$ cat config.mk
export PLATFORM = sky130hd
export DESIGN_NAME = pll_latch_loader
export DESIGN_NICKNAME = d
export VERILOG_FILES = /design/src/rtl/pll_ld_pkg.sv /design/src/rtl/pll_ld_order.sv /design/src/rtl/pll_ld_clkdiv.sv /design/src/rtl/pll_ld_shifter.sv /design/src/rtl/pll_latch_loader.sv
export SDC_FILE = /design/constraint.sdc
export NUM_CORES = 1
export LEC_CHECK = 0
export BUFFER_PORTS_ARGS = -buffer_cell sky130_fd_sc_hd__buf_2
export CAP_MARGIN = 10
export CORE_ASPECT_RATIO = 1.5
export CORE_MARGIN = 1.5
export CORE_UTILIZATION = 30
export DETAILED_ROUTE_END_ITERATION = 10
export GPL_TIMING_DRIVEN = 0
export SKIP_CTS_REPAIR_TIMING = 1
export SYNTH_ARGS = -nofsm -noshare
export SYNTH_HDL_FRONTEND = slang
export SYNTH_SLANG_ARGS = --single-unit
$ cat constraint.sdc
create_clock -name clk -period 3.1 [get_ports clk]
set_input_delay 0.93 -clock clk [delete_from_list [all_inputs] [get_ports clk]]
set_output_delay 0.93 -clock clk [all_outputs]
set_load 0.005 [all_outputs]
$ cat src/rtl/pll_ld_pkg.sv
`timescale 1ns/1ps
package pll_ld_pkg;

  typedef enum logic [1:0] {
    ST_IDLE  = 2'd0,
    ST_SHIFT = 2'd1,
    ST_HOLD  = 2'd2
  } ld_state_e;

  localparam int NSTEP = 3;

  // Select code (word bits [1:0]) required at a given step of a family's order.
  function automatic logic [1:0] step_code(input logic fam, input int step);
    logic [1:0] c;
    if (step == 0)      c = fam ? 2'b11 : 2'b01;
    else if (step == 1) c = 2'b00;
    else                c = 2'b10;
    return c;
  endfunction

endpackage

$ cat src/rtl/pll_ld_order.sv
`timescale 1ns/1ps
module pll_ld_order
  import pll_ld_pkg::*;
#(
  parameter int WORD_W = 24,
  localparam int FLAT_W = NSTEP * WORD_W
) (
  input  logic              fam,
  input  logic [FLAT_W-1:0] slots,
  output logic [FLAT_W-1:0] ordered,
  output logic              all_found
);

  logic [NSTEP-1:0] hit;

  for (genvar s = 0; s < NSTEP; s++) begin : g_step
    logic [WORD_W-1:0] pick;
    logic              found;
    logic [1:0]        want;

    assign want = step_code(fam, s);

    always_comb begin
      pick  = '0;
      found = 1'b0;
      for (int i = NSTEP - 1; i >= 0; i--) begin
        if (slots[i*WORD_W +: 2] == want) begin
          pick  = slots[i*WORD_W +: WORD_W];
          found = 1'b1;
        end
      end
    end

    assign ordered[s*WORD_W +: WORD_W] = pick;
    assign hit[s] = found;
  end

  assign all_found = &hit;

endmodule

$ cat src/rtl/pll_ld_clkdiv.sv
`timescale 1ns/1ps
module pll_ld_clkdiv #(
  parameter int DIV = 4,
  localparam int HALF = DIV / 2,
  localparam int CW = (HALF > 1) ? $clog2(HALF) : 1
) (
  input  logic clk,
  input  logic rst_n,
  input  logic run,
  output logic tick
);

  logic [CW-1:0] cnt_q;
  logic          at_end;

  assign at_end = (cnt_q == CW'(HALF - 1));
  assign tick   = run && at_end;

  always_ff @(posedge clk or negedge rst_n) begin
    if (!rst_n)              cnt_q <= '0;
    else if (!run || at_end) cnt_q <= '0;
    else                     cnt_q <= cnt_q + 1'b1;
  end

endmodule

$ cat src/rtl/pll_ld_shifter.sv
`timescale 1ns/1ps
module pll_ld_shifter
  import pll_ld_pkg::*;
#(
  parameter int NDEV    = 7,
  parameter int WORD_W  = 24,
  parameter int LE_HOLD = 1,
  localparam int DEV_W  = (NDEV > 1) ? $clog2(NDEV) : 1,
  localparam int FLAT_W = NSTEP * WORD_W,
  localparam int BIT_W  = $clog2(WORD_W),
  localparam int HOLD_TICKS = 2 * LE_HOLD,
  localparam int HOLD_W = $clog2(HOLD_TICKS + 1)
) (
  input  logic              clk,
  input  logic              rst_n,
  input  logic              start,
  input  logic [DEV_W-1:0]  dev,
  input  logic [FLAT_W-1:0] words,
  input  logic              tick,
  output logic              run,
  output logic              sclk,
  output logic              sdata,
  output logic [NDEV-1:0]   ld_en,
  output logic              done,
  output logic              commit_evt
);

  ld_state_e         state_q;
  logic              sclk_q, sdata_q, done_q;
  logic [BIT_W-1:0]  bit_q;
  logic [1:0]        step_q;
  logic [HOLD_W-1:0] hold_q;
  logic [FLAT_W-1:0] words_q;
  logic [DEV_W-1:0]  dev_q;
  logic [NDEV-1:0]   le_q;
  logic [WORD_W-1:0] cur_word, next_word;

  function automatic logic [NDEV-1:0] low_mask(input logic [DEV_W-1:0] d);
    logic [NDEV-1:0] m;
    for (int i = 0; i < NDEV; i++) m[i] = (d != DEV_W'(i));
    return m;
  endfunction

  assign cur_word  = words_q[step_q*WORD_W +: WORD_W];
  assign next_word = words_q[(step_q + 2'd1)*WORD_W +: WORD_W];

  assign run   = (state_q != ST_IDLE);
  assign sclk  = sclk_q;
  assign sdata = sdata_q;
  assign ld_en = le_q;
  assign done  = done_q;
  assign commit_evt = (state_q == ST_SHIFT) && tick && sclk_q && (bit_q == '0);

  always_ff @(posedge clk or negedge rst_n) begin
    if (!rst_n) begin
      state_q <= ST_IDLE;
      sclk_q  <= 1'b0;
      sdata_q <= 1'b0;
      done_q  <= 1'b0;
      bit_q   <= '0;
      step_q  <= '0;
      hold_q  <= '0;
      words_q <= '0;
      dev_q   <= '0;
      le_q    <= '1;
    end else begin
      done_q <= 1'b0;
      unique case (state_q)
        ST_IDLE: begin
          if (start) begin
            words_q <= words;
            dev_q   <= dev;
            step_q  <= '0;
            bit_q   <= BIT_W'(WORD_W - 1);
            sdata_q <= words[WORD_W-1];
            le_q    <= low_mask(dev);
            state_q <= ST_SHIFT;
          end
        end
        ST_SHIFT: begin
          if (tick) begin
            if (!sclk_q) begin
              sclk_q <= 1'b1;
            end else begin
              sclk_q <= 1'b0;
              if (bit_q == '0) begin
                le_q    <= '1;
                sdata_q <= 1'b0;
                hold_q  <= '0;
                state_q <= ST_HOLD;
              end else begin
                bit_q   <= bit_q - 1'b1;
                sdata_q <= cur_word[bit_q - 1'b1];
              end
            end
          end
        end
        ST_HOLD: begin
          if (tick) begin
            if (hold_q == HOLD_W'(HOLD_TICKS - 1)) begin
              if (step_q == 2'(NSTEP - 1)) begin
                state_q <= ST_IDLE;
                done_q  <= 1'b1;
              end else begin
                step_q  <= step_q + 2'd1;
                bit_q   <= BIT_W'(WORD_W - 1);
                sdata_q <= next_word[WORD_W-1];
                le_q    <= low_mask(dev_q);
                state_q <= ST_SHIFT;
              end
            end else begin
              hold_q <= hold_q + 1'b1;
            end
          end
        end
        default: state_q <= ST_IDLE;
      endcase
    end
  end

endmodule

$ cat src/rtl/pll_latch_loader.sv
`timescale 1ns/1ps
module pll_latch_loader
  import pll_ld_pkg::*;
#(
  parameter int NDEV    = 7,
  parameter int WORD_W  = 24,
  parameter int DIV     = 4,
  parameter int LE_HOLD = 1,
  localparam int DEV_W  = (NDEV > 1) ? $clog2(NDEV) : 1,
  localparam int FLAT_W = NSTEP * WORD_W
) (
  input  logic              clk,
  input  logic              rst_n,
  input  logic              req_valid,
  input  logic [DEV_W-1:0]  req_dev,
  input  logic              req_family,
  input  logic [FLAT_W-1:0] req_slots,
  output logic              sclk,
  output logic              sdata,
  output logic [NDEV-1:0]   ld_en,
  output logic              busy,
  output logic              done
);

  logic [FLAT_W-1:0] ordered;
  logic              codes_ok;
  logic              dev_ok;
  logic              accept;
  logic              run;
  logic              tick;
  logic              commit_evt;

  pll_ld_order #(.WORD_W(WORD_W)) u_order (
    .fam       (req_family),
    .slots     (req_slots),
    .ordered   (ordered),
    .all_found (codes_ok)
  );

  assign dev_ok = (32'(req_dev) < NDEV);
  assign accept = req_valid && !run && codes_ok && dev_ok;

  pll_ld_clkdiv #(.DIV(DIV)) u_div (
    .clk   (clk),
    .rst_n (rst_n),
    .run   (run),
    .tick  (tick)
  );

  pll_ld_shifter #(
    .NDEV    (NDEV),
    .WORD_W  (WORD_W),
    .LE_HOLD (LE_HOLD)
  ) u_shift (
    .clk        (clk),
    .rst_n      (rst_n),
    .start      (accept),
    .dev        (req_dev),
    .words      (ordered),
    .tick       (tick),
    .run        (run),
    .sclk       (sclk),
    .sdata      (sdata),
    .ld_en      (ld_en),
    .done       (done),
    .commit_evt (commit_evt)
  );

  assign busy = run;

endmodule

==> results of run 1 <==
-- flip-flops by register name (all words and copies together) (netlist names) --
register	cells
u_shift.step_q	2
u_shift.dev_q	3
u_shift.bit_q	5
u_shift.words_q	72
u_shift.sclk	1
u_shift.ld_en	7
u_shift.hold_q	2
u_shift.done	1
u_div.at_end	1
u_shift.state_q	2
u_shift.sdata	1
-- cells by family (layout without fill, tap and decap cells) --
group | Yosys count | count (layout) | synth area share (%)
compound gates | 283 | 283 | 28.5
simple gates | 198 | 198 | 13.7
flops | 97 | 97 | 39.5
buf+inv | 76 | 178 | 5.05
mux | 36 | 36 | 9.84
fa+ha+maj | 11 | 11 | 2.23
xor+xnor | 8 | 8 | 1.14
-- power by group --
part	leakage (nW)	internal, mW	total (mW)	switching (mW)
Combinational	1.67	1.19	2.54	1.35
Sequential	1.23	1.84	2.21	0.364
Clock	0.138	0.556	1.07	0.517
-- metrics by stage --
stage               worst slack, ns  std cells
floorplan                     0.293        709
global placement             -0.821       1059
detailed placement           -0.803       1060
CTS                          -0.831       1076
global route                 0.0294       1075
finish                        0.156       1075
-- cells in the final DEF (no fill, tap or decap), types with 3 or more instances in the layout --
cell / instances
nand3_1: 10
clkbuf_16: 9
nor2b_1: 6
and2_1: 5
mux2_2: 11
xnor2_1: 6
ha_1: 10
o21ai_1: 6
buf_4: 4
nor2_1: 41
clkbuf_1: 37
dfrtp_1: 90
inv_1: 17
o21ai_0: 100
nand2_1: 113
o31ai_1: 26
mux4_2: 18
a21oi_1: 74
clkinv_4: 4
a22oi_1: 27
nand2b_1: 7
mux2i_1: 3
a21o_1: 3
nor3_1: 6
a221o_1: 22
buf_2: 101
dfstp_2: 7
-- area by class of cell --
class                      count  area, um2  share of cell area, %
buffer                        58        253                   3.48
clock buffer                  10        229                   3.15
clock inverter                 6       52.6                  0.724
inverter                      17       63.8                  0.879
multi-input combinational    536       3430                   47.3
sequential                    97       2440                   33.6
tap                          264        330                   4.55
timing repair buffer          87        460                   6.34
-- path summary, 6_finish.rpt --
kind                                  start             endpoint  depth (start not counted)
max in group asynchronous             rst_n   u_shift.words_q[8]                          2
max reg2reg                u_shift.bit_q[0]        u_shift.sdata                         11
max                        u_shift.bit_q[0]        u_shift.sdata                         11
min reg2reg                    u_div.at_end         u_div.at_end                          1
min in group asynchronous             rst_n  u_shift.words_q[65]                          1
min                            u_div.at_end         u_div.at_end                          1
-- critical path, stage by stage (launching register included) --
cell and delay, ns:
dfrtp_1 0.37, buf_4 0.24, buf_4 0.26, inv_1 0.16, ha_4 0.39, clkbuf_4 0.26, mux4_2 0.33, mux2i_2 0.24
o21ai_0 0.12, o2111ai_1 0.12, nand3_1 0.11, a41o_1 0.21
-- metal layers --
layer | GRT usage (%) | routed length [um] | vias up
li1 | - | - | 2795
met1 | 22.8 | 8040 | 2840
met2 | 33.8 | 10200 | 190
met3 | 2.21 | 763 | 47
met4 | 7.74 | 664 | 0
met5 | 0 | 0 | -
==> metrics, run 1 <==
clk_skew=0.00647 ns; DP Area=0.00696 mm2; vias=5872; DP HPWL=15400 um; worst-path fanout max=10; ANT cells=0; Final #Nets=896; post-synth cell types=57; synth top area cells=dfrtp_1, o21ai_0, nand2_1; clock tree from TritonCTS=built; largest net degree at the start of global routing=70; final-report max-slew violation count=0; Placer Congestion=0.871; final core utilization=35.8%; area leader, netlist=dfrtp_1; hold slack=0.421 ns; Final Power=5.82 mW; Max-Cap Viols=0; P per Cell Area=802 mW/mm2; Worst-Margin Slew=0.688 ns; Worst-Skew Late Latency=0.36 ns; Post-synth ARST share=100%; Ys Warns=0; vias per cell=5.46; H-tree Lvls=3; Lkg Pwr=3.04 nW; Net Count, Synth=799; initial core utilization=30.4%; drt wl/cell=18.3 um; Post-Syn Area=0.00616 mm2; remaining antenna violation count=0; Hold Crit Class=flip-flop to flip-flop; fillcell total=2127; Core ar.=0.0203 mm2; slew margin rel.=54.1%; DRT Pass-1 Iters=5; routed wire length=19600 um; most instantiated library cell after synthesis=nand2_1; global-route wire length before repair=31600 um; kind of critical path=flip-flop to flip-flop; Setup TNS=0 ns; post-synth top area share=36.5%; Synth Area per Inst=8.69 um2; Final setup viols=0; Post-synth EDFFs=0; CP endpoint kind=flip-flop; drt drc=0; Cells after Synth=709; post-route cell area=0.00726 mm2; grt ovf=0; Layout Area Growth over Synthesis=17.7%; WP data required=3.34 ns; layout cell share with drive strength beyond 1=20.1%; CTS Buf Count=9; PortBufs=86; Seq cells post-synth=97; synth cell count leaders=nand2_1, o21ai_0, dfrtp_1; die height=179 um; final hold violations=0; Total Routing Usage GR=18.9%; Fmax=340 MHz; Num Clock Sinks=97; Final min period=2.94 ns; RSZ-0062 raised after global routing=false; crit start category=flip-flop; reg-to-reg slack, setup=0.16 ns; crit share post-route=95.0%; Die Span X=120 um; Worst VDD drop=0.281 mV; clk buf depth=2; Clock Tree Root=clkbuf_16; status=finished, final reports clean; number of global-route vias before repair=5857; die area=0.0214 mm2; FP Rows=64; Synth Flop Type=dfrtp_1; Worst EP arrival=3.19 ns; clk slew on worst S/H paths=0.07 ns; register area share after synthesis=39.5%; initial antenna violation count=0; IO Count=90; initial DRC count=408
Note: power is estimated with default switching activity, not from simulation.
==> inputs of run 2 (changes only) <==
--- a/config.mk
+++ b/config.mk
@@ -12,6 +12,7 @@
 export CORE_UTILIZATION = 30
 export DETAILED_ROUTE_END_ITERATION = 10
 export GPL_TIMING_DRIVEN = 0
+export RECOVER_POWER = 100
 export SKIP_CTS_REPAIR_TIMING = 1
 export SYNTH_ARGS = -nofsm -noshare
 export SYNTH_HDL_FRONTEND = slang
==> run 2 against run 1 <==
The flow now finishes with violations (max-capacitance violations, max-slew violations). Largest power group unchanged. Flip-flop and latch count unchanged. First-iteration DRC count shrank 11%. Sequential share of layout area is 0.081 points higher. Cell area decreased by 0.24%. Die area unchanged. Total power is 0.26% lower. Critical path type unchanged. Cell count unchanged. Combinational power about the same. Clock-buffer cell count unchanged.
==> metrics, run 2 (synthesized netlist as in run 1, its figures left out) <==
status=complete, but fails checks (was finished, final reports clean); failing checks=max-capacitance violations, max-slew violations; initial core utilization=30.4% (unchanged); clk slew on worst S/H paths=0.07 ns (about the same); ANT cells=0 (unchanged); initial DRC count=363 (was 408); Clock Tree Root=clkbuf_16 (unchanged); Layout Area Growth over Synthesis=17.5% (was 17.7%); slew margin rel.=-11.7% (was 54.1%); largest net degree at the start of global routing=70 (unchanged); most common cell after layout, fill and taps aside=nand2_1 (unchanged); Fmax=340 MHz (about the same); Final Power=5.81 mW (was 5.82 mW); PortBufs=86 (unchanged); initial antenna violation count=0 (unchanged); die area=0.0214 mm2 (unchanged); area of the multi-input gates=0.00343 mm2 (unchanged); layout cell share with drive strength beyond 1=18.6% (was 20.1%); Lkg Pwr=3.01 nW (was 3.04 nW); WP data required=3.34 ns (about the same); final hold violations=0 (unchanged); global-route wire length before repair=31600 um (unchanged); Hold Crit Class=flip-flop to flip-flop (unchanged); Worst VDD drop=0.281 mV (about the same); vias per cell=5.45 (was 5.46); Total Routing Usage GR=18.9% (unchanged); die height=179 um (unchanged); DP Cell Count=1060 (unchanged); Final #Nets=896 (unchanged); Setup TNS=0 ns (unchanged); Num Clock Sinks=97 (unchanged); kind of critical path=flip-flop to flip-flop (unchanged); Max-Cap Viols=1 (was 0); sequential standard cell area=0.00244 mm2 (unchanged); Final min period=2.94 ns (about the same); crit share post-route=94.8% (was 95.0%); number of global-route vias before repair=5857 (unchanged); hold slack=0.421 ns (about the same); DP HPWL=15400 um (unchanged); Worst-Skew Late Latency=0.36 ns (about the same); clk buf depth=2 (unchanged); worst-path fanout max=10 (unchanged); FP Rows=64 (unchanged); remaining antenna violation count=0 (unchanged); max reg flops=72 (unchanged); post-route insts no fill=1075 (unchanged); Die Span X=120 um (unchanged); RSZ-0062 raised after global routing=false (unchanged); final-report max-slew violation count=29 (was 0); clk_skew=0.00578 ns (was 0.00647 ns); CP endpoint kind=flip-flop (unchanged); routed wire length=19700 um (was 19600 um); vias=5856 (was 5872); clock tree from TritonCTS=built (unchanged); CTS Buf Count=9 (unchanged); IO Count=90 (unchanged); most frequent cells in the layout=nand2_1, o21ai_0, dfrtp_1, buf_2, a21oi_1 (was nand2_1, buf_2, o21ai_0, dfrtp_1, a21oi_1); Worst EP arrival=3.18 ns (was 3.19 ns); Placer Congestion=0.871 (unchanged); crit start category=flip-flop (unchanged); drt wl/cell=18.3 um (about the same); H-tree Lvls=3 (unchanged); Top reg by flops=u_shift.words_q (unchanged); fillcell total=2131 (was 2127); grt ovf=0 (unchanged); Final setup viols=0 (unchanged); Worst-Margin Slew=1.68 ns (was 0.688 ns); Core ar.=0.0203 mm2 (unchanged); DRT Pass-1 Iters=5 (unchanged); drt drc=0 (unchanged); P per Cell Area=802 mW/mm2 (about the same)
run 2: cell types whose count changed in the layout (fill, tap and decap cells not counted):
cell,delta
clkbuf_2,+2
and2_0,+2
buf_2,-13
and2_1,-2
o21ai_1,-3
buf_4,-1
clkbuf_1,+12
o21ai_0,+3
run 2: power breakdown:
| part | switching [mW] | internal, mW |
|---|---|---|
| combinational | 1.35 | 1.17 |
| clock | 0.517 | 0.556 |
| sequential | 0.365 | 1.84 |
| total | 2.24 | 3.57 |
run 2: area by class of cell:
| cell class | instances | area share, % |
|---|---|---|
| Multi-Input combinational cell | 536 | 47.4 |
| Sequential cell | 97 | 33.6 |
| Timing Repair Buffer | 87 | 6.19 |
| Tap cell | 264 | 4.56 |
| Buffer | 58 | 3.42 |
| Clock buffer | 10 | 3.16 |
| Inverter | 17 | 0.881 |
| Clock inverter | 6 | 0.726 |
run 2: per-layer routing:
layer	up-vias	part of all wire (%)	routed length (um)	global-route usage, %
met4	0	3.0	588	7.74
met2	190	52	10200	33.8
met5	-	0	0	0
met1	2837	41	8070	22.8
met3	38	4.2	817	2.21
li1	2791	-	-	-
run 2: worst max-delay path, cell delays in order (launching register included):
cell       delay, ns
dfrtp_1         0.37
buf_4           0.24
buf_4           0.26
inv_1           0.16
ha_4            0.39
clkbuf_4        0.26
mux4_2          0.33
mux2i_2         0.23
o21ai_0         0.13
o2111ai_1       0.13
nand3_1         0.10
a41o_1          0.21
run 2: final timing paths:
kind | from | to | slack (ns) | cells after the start
max | u_shift.bit_q[0] | u_shift.sdata | 0.16 | 11
min | u_div.at_end | u_div.at_end | 0.42 | 1
max reg2reg | u_shift.bit_q[0] | u_shift.sdata | 0.16 | 11
min reg2reg | u_div.at_end | u_div.at_end | 0.42 | 1
max in group asynchronous | rst_n | u_shift.words_q[8] | 1.03 | 2
min in group asynchronous | rst_n | u_shift.words_q[68] | 1.00 | 1
run 2: stage by stage:
| stage | setup WS, ns | util (%) | instance area [um2] |
|---|---|---|---|
| finish | 0.160 | 35.7 | 7240 |
| global route | 0.0175 | 35.7 | 7240 |
| CTS | -0.831 | 35.7 | 7240 |
| detailed placement | -0.803 | 34.3 | 6960 |
| global placement | -0.821 | 34.2 | 6930 |
| floorplan | 0.293 | - | 6160 |
==> inputs of run 3 (changes only) <==
--- a/config.mk
+++ b/config.mk
@@ -11,7 +11,6 @@
 export CORE_MARGIN = 1.5
 export CORE_UTILIZATION = 30
 export DETAILED_ROUTE_END_ITERATION = 10
-export GPL_TIMING_DRIVEN = 0
 export RECOVER_POWER = 100
 export SKIP_CTS_REPAIR_TIMING = 1
 export SYNTH_ARGS = -nofsm -noshare
==> run 3 against run 2 <==
The flow now finishes without violations. Clock-buffer cell count did not move. Critical path depth is 4 lower. Flip-flop and latch count unchanged. Register-to-register slack improved by 0.40 ns. Hold slack improved by 0.0039 ns. Cell area unchanged. Sequential power about the same. Via count down 4.4%. Global-route usage is 1.7 points lower. Largest cell class unchanged. Highest routed layer unchanged.
==> metrics, run 3 (synthesized netlist as in run 1, its figures left out) <==
global-route wire length before repair=29100 um (was 31600 um); Setup TNS=0 ns (unchanged); clk_skew=0.00673 ns (was 0.00578 ns); crit start category=input port (was flip-flop); Final Power=5.97 mW (was 5.81 mW); initial core utilization=30.4% (unchanged); clk slew on worst S/H paths=0.07 ns (about the same); Hold Crit Class=flip-flop to flip-flop (unchanged); DRT Pass-1 Iters=4 (was 5); initial antenna violation count=0 (unchanged); hold slack=0.425 ns (was 0.421 ns); Fmax=348 MHz (was 340 MHz); final hold violations=0 (unchanged); DP Cell Count=1026 (was 1060); Placer Congestion=0.819 (was 0.871); combinational power share=40.3% (was 43.5%); P per Cell Area=825 mW/mm2 (was 802 mW/mm2); WP data required=3.35 ns (was 3.34 ns); crit share post-route=92.6% (was 94.8%); RSZ-0062 raised after global routing=false (unchanged); Final min period=2.87 ns (was 2.94 ns); Final setup viols=0 (unchanged); Max-Cap Viols=0 (was 1); CP endpoint kind=flip-flop (unchanged); Num Clock Sinks=97 (unchanged); clock tree from TritonCTS=built (unchanged); Die Span X=120 um (unchanged); final-report max-slew violation count=0 (was 29); post-route cell area=0.00724 mm2 (unchanged); worst-path fanout max=37 (was 10); Top reg by flops=u_shift.words_q (unchanged); DP Area=0.00692 mm2 (was 0.00696 mm2); switch share=35.3% (was 38.5%); Core ar.=0.0203 mm2 (unchanged); vias=5597 (was 5856); drt wl/cell=17.2 um (was 18.3 um); PortBufs=89 (was 86); remaining antenna violation count=0 (unchanged); Clock Tree Root=clkbuf_16 (unchanged); IO Count=90 (unchanged); grt ovf=0 (unchanged); Worst VDD drop=0.336 mV (was 0.281 mV); final core utilization=35.7% (unchanged); sw power=2.11 mW (was 2.24 mW); ANT cells=0 (unchanged); sequential power share=36.8% (was 38.0%); Clk network pwr share=22.8% (was 18.5%); Worst-Margin Slew=1.14 ns (was 1.68 ns); die area=0.0214 mm2 (unchanged); clk buf depth=2 (unchanged); routed wire length=17900 um (was 19700 um); status=finished, final reports clean (was complete, but fails checks); layout cell share with drive strength beyond 1=20.5% (was 18.6%); Total Routing Usage GR=17.2% (was 18.9%); max reg flops=72 (unchanged); drt drc=0 (unchanged); FP Rows=64 (unchanged); CTS Buf Count=9 (unchanged); vias per cell=5.38 (was 5.45); Int Pwr=3.86 mW (was 3.57 mW); die height=179 um (unchanged); most common cell after layout, fill and taps aside=nand2_1 (unchanged); Worst-Skew Late Latency=0.35 ns (was 0.36 ns); Final #Nets=863 (was 896); H-tree Lvls=3 (unchanged); post-route insts no fill=1041 (was 1075); most frequent cells in the layout=nand2_1, o21ai_0, dfrtp_1, buf_2, a21oi_1 (unchanged); slew margin rel.=24.1% (was -11.7%); Layout Area Growth over Synthesis=17.5% (unchanged); number of global-route vias before repair=5605 (was 5857); initial DRC count=300 (was 363); Lkg Pwr=3.06 nW (was 3.01 nW); pre-CTS WS=0.0146 ns (was -0.803 ns); DP HPWL=13200 um (was 15400 um); largest net degree at the start of global routing=71 (was 70); kind of critical path=input port to flip-flop (was flip-flop to flip-flop); Worst EP arrival=3.13 ns (was 3.18 ns); final setup margin=0.229 ns (was 0.160 ns)
run 3: cell types whose count changed in the layout (fill, tap and decap cells not counted), moves of 4 or more:
| cell | previous run | this run |
|---|---|---|
| buf_4 | 3 | 16 |
| clkinv_4 | 4 | 0 |
| buf_2 | 88 | 82 |
| bufinv_16 | 0 | 4 |
| clkbuf_1 | 49 | 9 |
run 3: worst paths after layout:
kind	end	depth (start not counted)	slack (ns)	from
worst max-delay path	u_shift.words_q[45]	7	0.23	req_slots[25]
worst min-delay path	u_div.at_end	1	0.42	u_div.at_end
worst max register to register	u_shift.sdata	9	0.56	u_shift.state_q[0]
worst min register to register	u_div.at_end	1	0.42	u_div.at_end
max in group asynchronous	u_shift.words_q[57]	2	1.03	rst_n
min in group asynchronous	u_shift.dev_q[2]	1	0.80	rst_n
run 3: power groups by stage:
stage,combinational (mW),sequential (mW),clock (mW)
finish,2.41,2.20,1.36
global route,2.70,2.28,1.43
CTS,2.48,2.21,1.39
detailed placement,2.48,2.23,0
global placement,2.44,2.21,0
floorplan,1.79,2.11,0
run 3: area by class of cell:
class                           instances  area, um2
Clock buffer                           10        239
Inverter                               17       63.8
Clock inverter                          5        128
Multi-Input combinational cell        536       3430
Tap cell                              264        330
Fill cell                            2116      13000
Sequential cell                        97       2440
Timing Repair Buffer                  112        613
run 3: worst max-delay path: stages:
cell and delay (ns):
buf_2 0.14, nor2b_2 0.59, a211oi_1 0.20, nor3_1 0.42, nand2_4 0.20, clkbuf_4 0.34, o31ai_1 0.29
run 3: metal layers:
metal  vias up  global-route usage (%)  wire, um
met5         -                       0         0
li1       2725                       -         -
met2       154                    31.0      9380
met3        27                    2.85       691
met4         0                    6.99       446
met1      2691                    20.1      7370
